$ cat src/rtl/dbg_pkg.sv
package dbg_pkg;
  localparam int NSTATE = 4;
  localparam logic [1:0] ST_IDLE  = 2'd0;
  localparam logic [1:0] ST_FINAL = 2'd3;
  localparam logic [1:0] SEL_CTRL = 2'd0;

  typedef struct packed {
    logic trace;
    logic tag;
    logic bkpt;
    logic match;
  } allow_t;
endpackage

$ cat src/rtl/dbg_mode_qual.sv
module dbg_mode_qual
  import dbg_pkg::*;
(
  input  logic   clk,
  input  logic   rst,
  input  logic   dbg_en,
  input  logic   dbg_act,
  input  logic   secure,
  output allow_t allow_q
);
  allow_t allow_d;

  always_comb begin
    if (secure)                 allow_d = '{trace: 1'b0, tag: 1'b1, bkpt: 1'b1, match: 1'b1};
    else if (dbg_en && dbg_act) allow_d = '0;
    else                        allow_d = '{trace: 1'b1, tag: 1'b1, bkpt: 1'b1, match: 1'b1};
  end

  always_ff @(posedge clk) begin
    if (rst) allow_q <= '0;
    else     allow_q <= allow_d;
  end


  secure_no_trace_chk: assert property (@(posedge clk) disable iff (rst)
    secure |=> !allow_q.trace);

  active_blocks_all_chk: assert property (@(posedge clk) disable iff (rst)
    (dbg_en && dbg_act && !secure) |=> (allow_q == '0));
endmodule

$ cat src/rtl/dbg_seq.sv
module dbg_seq
  import dbg_pkg::*;
#(
  parameter int NMATCH = 3
) (
  input  logic                      clk,
  input  logic                      rst,
  input  logic                      armed,
  input  logic                      match_en,
  input  logic [NMATCH-1:0]         match_i,
  input  logic                      tbl_we,
  input  logic [1:0]                tbl_idx,
  input  logic [NMATCH-1:0][1:0]    tbl_data,
  output logic [1:0]                state_q,
  output logic                      enter_final,
  output logic                      trig_q
);
  logic [NMATCH-1:0][1:0] tbl [NSTATE];
  logic [1:0] nxt;
  logic       hit;
  logic       adv;

  for (genvar s = 0; s < NSTATE; s++) begin : g_tbl
    if (s == int'(ST_FINAL)) begin : g_final
      assign tbl[s] = '0;
    end else begin : g_entry
      always_ff @(posedge clk) begin
        if (rst)                                  tbl[s] <= '0;
        else if (tbl_we && tbl_idx == 2'(s))      tbl[s] <= tbl_data;
      end
    end
  end

  always_comb begin
    hit = 1'b0;
    nxt = state_q;
    for (int i = NMATCH - 1; i >= 0; i--) begin
      if (match_i[i]) begin
        hit = 1'b1;
        nxt = tbl[state_q][i];
      end
    end
  end

  assign adv         = armed && match_en && (state_q != ST_FINAL) && hit;
  assign enter_final = adv && (nxt == ST_FINAL);

  always_ff @(posedge clk) begin
    if (rst) begin
      state_q <= ST_IDLE;
      trig_q  <= 1'b0;
    end else begin
      trig_q <= enter_final;
      if (!armed)   state_q <= ST_IDLE;
      else if (adv) state_q <= nxt;
    end
  end


  disarm_idle_chk: assert property (@(posedge clk) disable iff (rst)
    !armed |=> (state_q == ST_IDLE));

  final_hold_chk: assert property (@(posedge clk) disable iff (rst)
    (armed && state_q == ST_FINAL) |=> (state_q == ST_FINAL));

  trig_in_final_chk: assert property (@(posedge clk) disable iff (rst)
    trig_q |-> (state_q == ST_FINAL && !$past(state_q == ST_FINAL)));
endmodule

$ cat src/rtl/dbg_trace_buf.sv
module dbg_trace_buf #(
  parameter int DW    = 16,
  parameter int DEPTH = 16,
  localparam int AW   = $clog2(DEPTH),
  localparam int CW   = AW + 1
) (
  input  logic          clk,
  input  logic          rst,
  input  logic          clr,
  input  logic          cap,
  input  logic [DW-1:0] wdata,
  input  logic          rd_req,
  output logic [DW-1:0] rd_data_q,
  output logic          rd_valid_q,
  output logic [CW-1:0] cnt_q
);
  logic [DW-1:0] mem [DEPTH];
  logic [AW-1:0] wptr_q;
  logic [CW-1:0] rd_idx_q;
  logic [AW-1:0] raddr;
  logic          rd_go;

  assign rd_go = rd_req && (rd_idx_q < cnt_q);
  assign raddr = wptr_q - cnt_q[AW-1:0] + rd_idx_q[AW-1:0];

  always_ff @(posedge clk) begin
    if (cap) mem[wptr_q] <= wdata;
    if (rd_go) rd_data_q <= mem[raddr];
  end

  always_ff @(posedge clk) begin
    if (rst || clr) begin
      wptr_q   <= '0;
      cnt_q    <= '0;
      rd_idx_q <= '0;
    end else begin
      if (cap) begin
        wptr_q <= wptr_q + 1'b1;
        if (cnt_q != CW'(DEPTH)) cnt_q <= cnt_q + 1'b1;
      end
      if (rd_go) rd_idx_q <= rd_idx_q + 1'b1;
    end
  end

  always_ff @(posedge clk) begin
    if (rst) rd_valid_q <= 1'b0;
    else     rd_valid_q <= rd_go;
  end


  cnt_bound_chk: assert property (@(posedge clk) disable iff (rst)
    cnt_q <= CW'(DEPTH));

  clr_empty_chk: assert property (@(posedge clk) disable iff (rst)
    clr |=> (cnt_q == '0));
endmodule

$ cat src/rtl/dbg_trig_seq.sv
module dbg_trig_seq
  import dbg_pkg::*;
#(
  parameter int DW     = 16,
  parameter int DEPTH  = 16,
  parameter int NMATCH = 3,
  localparam int CFGW  = 2 * NMATCH,
  localparam int CNTW  = $clog2(DEPTH) + 1
) (
  input  logic              clk,
  input  logic              rst,
  input  logic              dbg_en,
  input  logic              dbg_act,
  input  logic              secure,
  input  logic [NMATCH-1:0] match_i,
  input  logic [DW-1:0]     bus_word,
  input  logic              cfg_we,
  input  logic [1:0]        cfg_sel,
  input  logic [CFGW-1:0]   cfg_data,
  input  logic              rd_en,
  output logic [DW-1:0]     rd_data,
  output logic              rd_valid,
  output logic [CNTW-1:0]   trace_cnt,
  output logic              armed,
  output logic [1:0]        state,
  output logic              trig,
  output logic              bkpt_req,
  output logic              swi_req,
  output logic [3:0]        mode_allow
);
  allow_t allow_q;
  logic   armed_q, align_end_q;
  logic   bkpt_q, swi_q;
  logic   ctrl_wr, arm_go, in_final, enter_final, cap, full_stop, stop;

  dbg_mode_qual u_qual (
    .clk, .rst, .dbg_en, .dbg_act, .secure, .allow_q
  );

  dbg_seq #(.NMATCH(NMATCH)) u_seq (
    .clk, .rst,
    .armed       (armed_q),
    .match_en    (allow_q.match),
    .match_i,
    .tbl_we      (cfg_we && cfg_sel != SEL_CTRL),
    .tbl_idx     (cfg_sel - 2'd1),
    .tbl_data    (cfg_data),
    .state_q     (state),
    .enter_final,
    .trig_q      (trig)
  );

  assign ctrl_wr   = cfg_we && (cfg_sel == SEL_CTRL);
  assign arm_go    = ctrl_wr && cfg_data[0] && !armed_q;
  assign in_final  = (state == ST_FINAL);
  assign cap       = armed_q && allow_q.trace && (align_end_q ? !in_final : in_final);
  assign full_stop = !align_end_q && cap && (trace_cnt == CNTW'(DEPTH - 1));
  assign stop      = align_end_q ? enter_final
                                 : (full_stop || (enter_final && !allow_q.trace));

  dbg_trace_buf #(.DW(DW), .DEPTH(DEPTH)) u_buf (
    .clk, .rst,
    .clr        (arm_go),
    .cap,
    .wdata      (bus_word),
    .rd_req     (rd_en && !armed_q),
    .rd_data_q  (rd_data),
    .rd_valid_q (rd_valid),
    .cnt_q      (trace_cnt)
  );

  always_ff @(posedge clk) begin
    if (rst) begin
      armed_q     <= 1'b0;
      align_end_q <= 1'b0;
    end else if (ctrl_wr) begin
      armed_q     <= cfg_data[0];
      align_end_q <= cfg_data[1];
    end else if (armed_q && stop) begin
      armed_q     <= 1'b0;
    end
  end

  always_ff @(posedge clk) begin
    if (rst) begin
      bkpt_q <= 1'b0;
      swi_q  <= 1'b0;
    end else begin
      bkpt_q <= enter_final && allow_q.bkpt && dbg_en;
      swi_q  <= enter_final && allow_q.bkpt && !dbg_en;
    end
  end

  assign armed      = armed_q;
  assign bkpt_req   = bkpt_q;
  assign swi_req    = swi_q;
  assign mode_allow = allow_q;


  bkpt_excl_chk: assert property (@(posedge clk) disable iff (rst)
    !(bkpt_q && swi_q));

  bkpt_with_trig_chk: assert property (@(posedge clk) disable iff (rst)
    (bkpt_q || swi_q) |-> trig);

  no_trace_hold_chk: assert property (@(posedge clk) disable iff (rst)
    (!allow_q.trace && !arm_go) |=> $stable(trace_cnt));

  active_keeps_arm_chk: assert property (@(posedge clk) disable iff (rst)
    (armed_q && !allow_q.match && !ctrl_wr) |=> armed_q);
endmodule

$ cat config.mk
export PLATFORM = sky130hd
export DESIGN_NAME = dbg_trig_seq
export DESIGN_NICKNAME = d
export VERILOG_FILES = /design/src/rtl/dbg_pkg.sv /design/src/rtl/dbg_mode_qual.sv /design/src/rtl/dbg_seq.sv /design/src/rtl/dbg_trace_buf.sv /design/src/rtl/dbg_trig_seq.sv
export SDC_FILE = /design/constraint.sdc
export NUM_CORES = 1
export LEC_CHECK = 0
export BUFFER_PORTS_ARGS = -buffer_cell sky130_fd_sc_hd__buf_2
export CAP_MARGIN = 40
export CORE_UTILIZATION = 60
export DETAILED_ROUTE_END_ITERATION = 8
export PLACE_DENSITY_LB_ADDON = 0.12
export REMOVE_ABC_BUFFERS = 1
export SLEW_MARGIN = 20
export SYNTH_ARGS = -nofsm -noshare
export SYNTH_HDL_FRONTEND = slang
export SYNTH_SLANG_ARGS = --single-unit
$ cat constraint.sdc
create_clock -name clk -period 7.6 [get_ports clk]
set_clock_uncertainty 0.05 [all_clocks]
set_input_delay 1.52 -clock clk [delete_from_list [all_inputs] [get_ports clk]]
set_output_delay 1.52 -clock clk [all_outputs]
set_load 0.01 [all_outputs]
# After elaboration in Yosys (flattened, before gate mapping)
# Memories as Yosys holds them, arrays and structs flattened. A register that Yosys moved wholly into a read port is not among the register bits.
# Index checks and enable logic that the tools add are counted.
dict set report classes {
  bitwise 2
  n_addsub 6
  eq_ne 7
  mux 17
  order_cmp 2
  reduce_logical 37
}
# operator count
set op_table {}
lappend op_table {{logical AND 1 bit} 23}
lappend op_table {{binary-select mux 6 bit (select 2 bit)} 1}
lappend op_table {{two-way mux 6 bit} 2}
lappend op_table {{adder 5 x 1 -> 5 bit, second input constant} 2}
lappend op_table {{two-way mux 1 bit} 9}
lappend op_table {{== test 2 bit, second input constant} 3}
lappend op_table {{two-way mux 2 bit} 3}
lappend op_table {{== test 5 x 4 -> 1 bit, second input constant} 1}
lappend op_table {{logical NOT 1 bit} 5}
lappend op_table {{less-than comparator 5 bit} 1}
lappend op_table {{!= test 5 bit, second input constant} 1}
lappend op_table {{adder 4 x 1 -> 4 bit, second input constant} 1}
lappend op_table {{adder 4 bit} 1}
lappend op_table {{logical NOT 2 bit} 2}
lappend op_table {{two-way mux 4 bit} 1}
lappend op_table {{nonzero test 2 bit} 2}
lappend op_table {{OR reduction 2 bit} 2}
lappend op_table {{subtractor 4 bit} 1}
lappend op_table {{>= comparator 3 bit, second input constant} 1}
lappend op_table {{two-way mux 3 bit} 1}
lappend op_table {{inverter 2 -> 3 bit} 1}
lappend op_table {{== test 2 x 1 -> 1 bit, second input constant} 1}
lappend op_table {{logical OR 1 bit} 2}
lappend op_table {{!= test 2 bit, second input constant} 1}
lappend op_table {{3 further kinds} 3}
dict set report totals {
  mem_count 1
  wordCells 95
  in_bits 34
  register_bits 44
  mem_bits_rw 256
}
# name depth width rd rd_clocked_by_memory_dff write_ports line_no
set mem_list {}
lappend mem_list {u_buf.mem 16 16 1 1 1 dbg_trace_buf.sv:17} ;# logic [DW-1:0] mem [DEPTH];

# Depth between registers and ports, before layout
# Gate-level depths: netlist of run 1.
dict set report logic_depth {
  depth_word 15
  ltp_mapped 9
  depth_no_buf 8
}

# By module
# From an unflattened synthesis of run 1, not the netlist that was laid out.
dict set report unflattened {
  hier_cells 693
  area_unflattened_um2 12633.4
}
# mod n_inst cells_each seq_area_each_um2 area_each_um2
set by_module_without_submodules {}
lappend by_module_without_submodules {dbg_trace_buf 1 554 8468.1 11327.1}
lappend by_module_without_submodules {dbg_seq 1 101 420.4 985.9}
lappend by_module_without_submodules {dbg_trig_seq 1 31 80.1 242.7}
lappend by_module_without_submodules {dbg_mode_qual 1 7 40.0 77.6}

# Least setup slack after synthesis of run 1
# No wires, ideal clock.
dict set report synth_timing {
  path_type {flip-flop to flip-flop}
  start {register u_buf.wptr_q[0]}
  end {register u_buf.rd_data_q[3] (read register of u_buf.mem), data pin}
  stages_incl_launch_ff 10
  setup_ns 0.273
  arrival_time_ns 2.947
  required_time_ns 7.277
  setup_slack_ns 4.330
  n_path_buf 2
  cell_sequence {dfxtp_1 inv_1 ha_1 inv_1 ha_1 fa_1 clkbuf_1 clkbuf_1 mux4_2 mux4_1}
}
dict set report synth_via {
  elab_chain_len 2
}
# element line_no
set synth_rtl {}
lappend synth_rtl {{start, declared} dbg_trace_buf.sv:18} ;# logic [AW-1:0] wptr_q;
lappend synth_rtl {{start signal, assigned} dbg_trace_buf.sv:38} ;# wptr_q <= wptr_q + 1'b1;
lappend synth_rtl {{subtractor 4 bit} dbg_trace_buf.sv:24} ;# assign raddr = wptr_q - cnt_q[AW-1:0] + rd_idx_q[AW-1:0];
lappend synth_rtl {{adder 4 bit} dbg_trace_buf.sv:24}
lappend synth_rtl {{end, declared} dbg_trace_buf.sv:13} ;# output logic [DW-1:0] rd_data_q,
# Every way passes these cells.
# A chain may end at the register's enable or synchronous reset.

# Worst setup path after layout of run 1
dict set report layout_timing {
  start {register u_buf.rd_idx_q[1]}
  end {register u_buf.rd_data_q[3] (read register of u_buf.mem), data pin}
}
dict set report layout_via {
  elab_chain_len 2
}
# element line_no
set layout_rtl {}
lappend layout_rtl {{start, declared} dbg_trace_buf.sv:19} ;# logic [CW-1:0] rd_idx_q;
lappend layout_rtl {{start signal, assigned} dbg_trace_buf.sv:41} ;# if (rd_go) rd_idx_q <= rd_idx_q + 1'b1;
lappend layout_rtl {{less-than comparator 5 bit} dbg_trace_buf.sv:23} ;# assign rd_go = rd_req && (rd_idx_q < cnt_q);
lappend layout_rtl {{logical AND 1 bit} dbg_trace_buf.sv:23}
# Several ways; a longest one is shown, not always the timed one.

==> impl_metrics.toml, run 1 <==
[grt]
track_usage_pct = 24.8
grt_pass1_vias = 6592
overflow = 0
grt_pass1_wl_mm = 38.8
grt_max_degree = 51
antenna_found_initial = 0

[route]
dr.pass1.iters = 4
drc = 0
vias = 6207
wl_per_cell_um = 24.6
postRouteWirelength_mm = 25.2
viasPerCell = 6.06
ant_nets = 0
drt-initial-drc-count = 489

[timing]
worstMarginPinSlew_ns = 0.800
period_share_pct = 50.3
min_period_ns = 3.82
final-max-slew-violation-count = 0
finalHoldViolCount = 0
max_freq_ghz = 0.262
setup_viol = 0
rsz0062_at_grt = "no"
setup_tns_ns = 0
relSlewSlack_pct = 46.6

[run]
maxCapViolations = 0

[logic_synthesis]
yosys_warnings = 0
ys.flop_type = "edfxtp_1"
synth_area_um2 = 12400
synth_seq_area_share_pct = 72.5
synth_cells = 636
synth_edf_count = 272
ys_types = 52
avgSynthCellArea_um2 = 19.5
synth_top_cell_by_area = "edfxtp_1"
async_reset_ff_share_pct = 0
yosysTopAreaCellShare_pct = 65.7
synth.area.top_cells = "edfxtp_1 (66%), mux4_2 (13%), dfxtp_1 (6.8%)"
ys_ff_latch = 314
synthTopCellsByCount = "edfxtp_1 (272), mux4_2 (74), nor2_1 (50)"
yosysMostFrequentCell = "edfxtp_1"

[cells_and_area]
fin_util_pct = 70.2
area_delta_synth_final_pct = 14.4
stdcell_count = 1024
design_area_um2 = 14200
finalNetCount = 781
drive_above_1_share_pct = 31.3

[status]
status = "completed"

[clocking]
cts_root_buf = "clkbuf_16"
path_clk_slew_ns = 0.06
cts_tree = "done"
clock_latency_ns = 0.55
clk_path_buf_depth = 3
post-cts-setup-buffers = 0
cts.htree.levels = 1
post_cts_resized = 0
cts_sinks = 314
cts_buffers = 31
postCtsHoldBufs = 0

[floorplanning]
start_util_pct = 61.4
die_area_um2 = 21300
rows = 52
die_y_um = 146
dieWidth_um = 146
coreArea_um2 = 20200
io_pins = 66

[place]
postPlaceCellArea_um2 = 13200
dpl.cell_count = 965
place_hpwl_mm = 14.3
gp_congestion = 0.799
io_buffers = 65

[critical_path]
critPathKind = "reg -> reg"
worstPathArrival_ns = 4.05
critPathLaunchType = "register"
path_max_fanout = 50
endpoint_kind = "register"
cp.required_ns = 7.83

[pwr]
leakagePower_nw = 4.79
vdd_drop_max_uv = 192
power_density_nw_per_um2 = 241

[hold_path]
hold_class = "reg -> reg"
-- power by group --
part           internal (mW)  switching, mW
clock                  0.878          0.623
combinational         0.0168         0.0343
sequential              1.87        0.00270
-- layout make-up --
class	instances	area [µm²]
Tap cell	270	338
Clock inverter	26	231
Sequential cell	314	9010
Inverter	22	82.6
Fill cell	1244	6020
Timing Repair Buffer	87	531
Clock buffer	32	779
Antenna cell	1	2.50
Multi-Input combinational cell	272	3240
-- critical path, cell delays in order, from the launching register on --
cell,delay (ns)
dfxtp_1,0.42
inv_1,0.08
fa_1,0.51
inv_1,0.07
fa_2,0.80
buf_4,0.64
mux4_2,0.41
mux4_1,0.50
-- cells by family after synthesis --
| logic type | share of synthesized area [%] |
|---|---|
| xor gates and xnor gates | 0.836 |
| AOI/OAI and AO/OA | 2.18 |
| adders and majority gates | 2.09 |
| DFF | 72.5 |
| buffers and inverters | 1.98 |
| and+or+nand+nor | 3.76 |
| muxes | 16.6 |
-- sequential cells by signal, summed over array words and instances (netlist names) --
register          flops
u_buf.rd_valid_q      1
u_buf.rd_idx_q        5
u_seq.state_q         2
swi_req               1
u_buf.cnt_q           5
u_buf.mem           256
u_seq.trig_q          1
u_qual.allow_q        2
u_seq.tbl            18
align_end_q           1
u_buf.wptr_q          4
u_buf.rd_data_q      16
bkpt_req              1
armed                 1
-- path summary, 6_finish.rpt --
| path | endpoint | from | depth (start not counted) | slack, ns |
|---|---|---|---|---|
| worst min register to register | u_seq.tbl[11] | u_seq.tbl[11] | 2 | 0.45 |
| worst min-delay path | u_seq.tbl[11] | u_seq.tbl[11] | 2 | 0.45 |
| worst max-delay path | u_buf.rd_data_q[3] | u_buf.rd_idx_q[1] | 7 | 3.78 |
| worst max register to register | u_buf.rd_data_q[3] | u_buf.rd_idx_q[1] | 7 | 3.78 |
-- per-stage QoR --
stage / power, mW / hold WS [ns] / worst slack, ns
after floorplan: 1.93 / 0.404 / 2.91
after global placement: 1.96 / 0.421 / 3.84
after detailed placement: 1.96 / 0.433 / 3.79
after CTS: 3.45 / 0.449 / 3.75
after global routing: 3.52 / 0.478 / 3.64
final: 3.43 / 0.445 / 3.78
-- layer usage --
metal  part of all wire, %  global-route usage, %
met1                    41                   34.3
met2                    51                   42.2
met3                   6.6                   4.33
met4                   1.6                   5.05
met5                     0                      0
-- cells in the final DEF (no fill, tap or decap), types with 3 or more instances in the layout --
cell type     n
edfxtp_1    272
clkinvlp_4    3
nor2_1       38
inv_1        22
or3_1         4
buf_4        20
a21o_1        3
a211oi_1      3
nand2_1      16
o21ai_0       5
bufinv_16     4
clkinv_2      9
clkbuf_16    31
mux2i_1      22
nor3_2        4
mux4_1        6
nand3b_1      4
xnor2_1       7
dfxtp_1      42
mux4_2       74
nor2_2       12
clkinv_1      8
nand3_1       4
a21oi_1      10
buf_2        65
nand2b_1      6
ha_1         15
No activity file was read; power rests on OpenSTA's default activity.
==> run 2: changes to the inputs <==
CORE_UTILIZATION = 55   (was 60)
clock period = 3.1 ns   (was 7.6 ns; I/O delays follow)
==> run 2 against run 1 <==
Against the previous run: the flow now finishes with violations (design-rule violations); sequential power increased by 140%; critical endpoint is now u_buf.rd_data_q[13]; combinational power increased by 150%; maximum frequency increased by 25%; power increased to 2.5 times the previous value; critical path depth increased by 1; via count increased by 2.4%; cell count increased by 4.5%; die area increased by 9.0%; hold slack got worse by 0.20 ns; sequential share of layout area decreased by 1.8 points; utilization decreased by 3.6 points; highest routed layer unchanged; critical path type unchanged.
==> impl_metrics.toml, run 2 (synthesized netlist as in run 1, its figures left out) <==
[cells_and_area]
design_area_um2 = 14600
area_delta_synth_final_pct = 17.7
drive_above_1_share_pct = 34.5
final_common_cell = "edfxtp_1"
top_register = "u_buf.mem"
largest_register_ffs = 256
largestRegisters = "u_buf.mem (256), u_seq.tbl (18), u_buf.rd_data_q (16)"
final_cell_mix = "edfxtp_1 (272), mux4_2 (74), buf_2 (65), buf_4 (47), dfxtp_1 (41)"
finalNetCount = 817
stdcell_count = 1070

[clocking]
clk_path_buf_depth = 3
path_clk_slew_ns = 0.06
cts_root_buf = "clkbuf_16"
cts_sinks = 314
cts_buffers = 34
cts_tree = "done"
cts.htree.levels = 2
clock_latency_ns = 0.50
postCtsHoldBufs = 0

[pwr]
leakagePower_nw = 5.01
power_mw = 8.62
vdd_drop_max_uv = 472
power_density_nw_per_um2 = 589

[critical_path]
rrSetupSlack_ns = 0.05
critical-path-top-delay-family = "adder cells"
cp.required_ns = 3.28
worstPathCellList = "inv_1, fa_1, inv_1, fa_2, buf_4, clkbuf_16, mux4_2, mux4_2"
critPathLaunch = "u_buf.wptr_q[1]"
cpPeakStageDelay_ns = 0.57
worstPathArrival_ns = 3.23
crit_slowest_cell = "fa_2"
r2r_cells = 8
path_max_fanout = 16
critPathBufInv = 4
endpoint_kind = "register"
r2r_start = "u_buf.wptr_q[1]"
critPathKind = "reg -> reg"
path_depth = 8
critPathLaunchType = "register"
reg2reg_to = "u_buf.rd_data_q[13]"
endpoint = "u_buf.rd_data_q[13]"

[timing]
max_freq_ghz = 0.328
whs_ns = 0.247
final-max-slew-violation-count = 0
worstMarginPinSlew_ns = 0.578
period_share_pct = 98.5
min_period_ns = 3.05
setup_viol = 0
setup_tns_ns = 0
relSlewSlack_pct = 61.4
finalHoldViolCount = 0

[place]
io_buffers = 65
dpl.cell_count = 1004
postPlaceCellArea_um2 = 13500
place_hpwl_mm = 15.2
gp_congestion = 0.809

[hold_path]
hold_class = "in -> reg"
min_from = "secure"

[route]
vias = 6358
ant_nets = 0
postRouteWirelength_mm = 25.2
wl_per_cell_um = 23.5
dr.pass1.iters = 7
drc = 4
viasPerCell = 5.94
drt-initial-drc-count = 455

[floorplanning]
dieWidth_um = 152
rows = 54
die_area_um2 = 23200
coreArea_um2 = 22000
io_pins = 66
start_util_pct = 56.6
die_y_um = 152

[grt]
overflow = 0
antenna_found_initial = 0
grt_pass1_vias = 6487
track_usage_pct = 22.2
grt_max_degree = 33
grt_pass1_wl_mm = 37.6

[status]
status = "complete, but fails checks"
violations = "design-rule violations"

[run]
maxCapViolations = 0
## run 2: cell type report
| cell class | instances | area [µm²] |
|---|---|---|
| Sequential cell | 314 | 9010 |
| Fill cell | 1448 | 7330 |
| Multi-Input combinational cell | 272 | 3250 |
| Clock buffer | 42 | 912 |
| Timing Repair Buffer | 120 | 840 |
| Tap cell | 280 | 350 |
| Clock inverter | 19 | 179 |
| Inverter | 22 | 82.6 |
| Antenna cell | 1 | 2.50 |
## run 2: layer usage
metal	share of wire, %	routed length, µm	up-vias	track usage (%)
met3	7.0	1770	45	4.52
met5	0	0	-	0
met2	49	12400	247	36.4
li1	-	-	2808	-
met4	2.4	599	0	7.19
met1	41	10400	3258	30.1
## run 2: power breakdown
part / internal, mW / switching (mW) / total, mW
clock: 2.35 / 1.55 / 3.90
combinational: 0.0416 / 0.0845 / 0.126
sequential: 4.59 / 0.00670 / 4.60
## run 2: timing repair
item	CTS	global route
setup buffers	0	2
setup endpoints to repair	0	7
hold endpoints to repair	0	0
resized for setup	0	2
## run 2: how the worst min path moves through the flow
stage,depth (start not counted),end,slack [ns]
2_1_floorplan,2,u_seq.tbl[11],0.40
3_3_place_gp,2,u_seq.tbl[15],0.42
3_5_place_dp,2,u_seq.tbl[9],0.44
4_1_cts,2,u_qual.allow_q[3],0.23
5_1_grt,2,u_qual.allow_q[3],0.24
6_report,2,u_qual.allow_q[3],0.25
## run 2: per-stage QoR
step | utilization, % | setup WS (ns)
floorplan | - | -1.59
detailed placement | 61.3 | 0.0693
global placement | 61.3 | 0.122
global route | 66.6 | -0.00968
CTS | 66.3 | 0.0631
finish | 66.6 | 0.0467
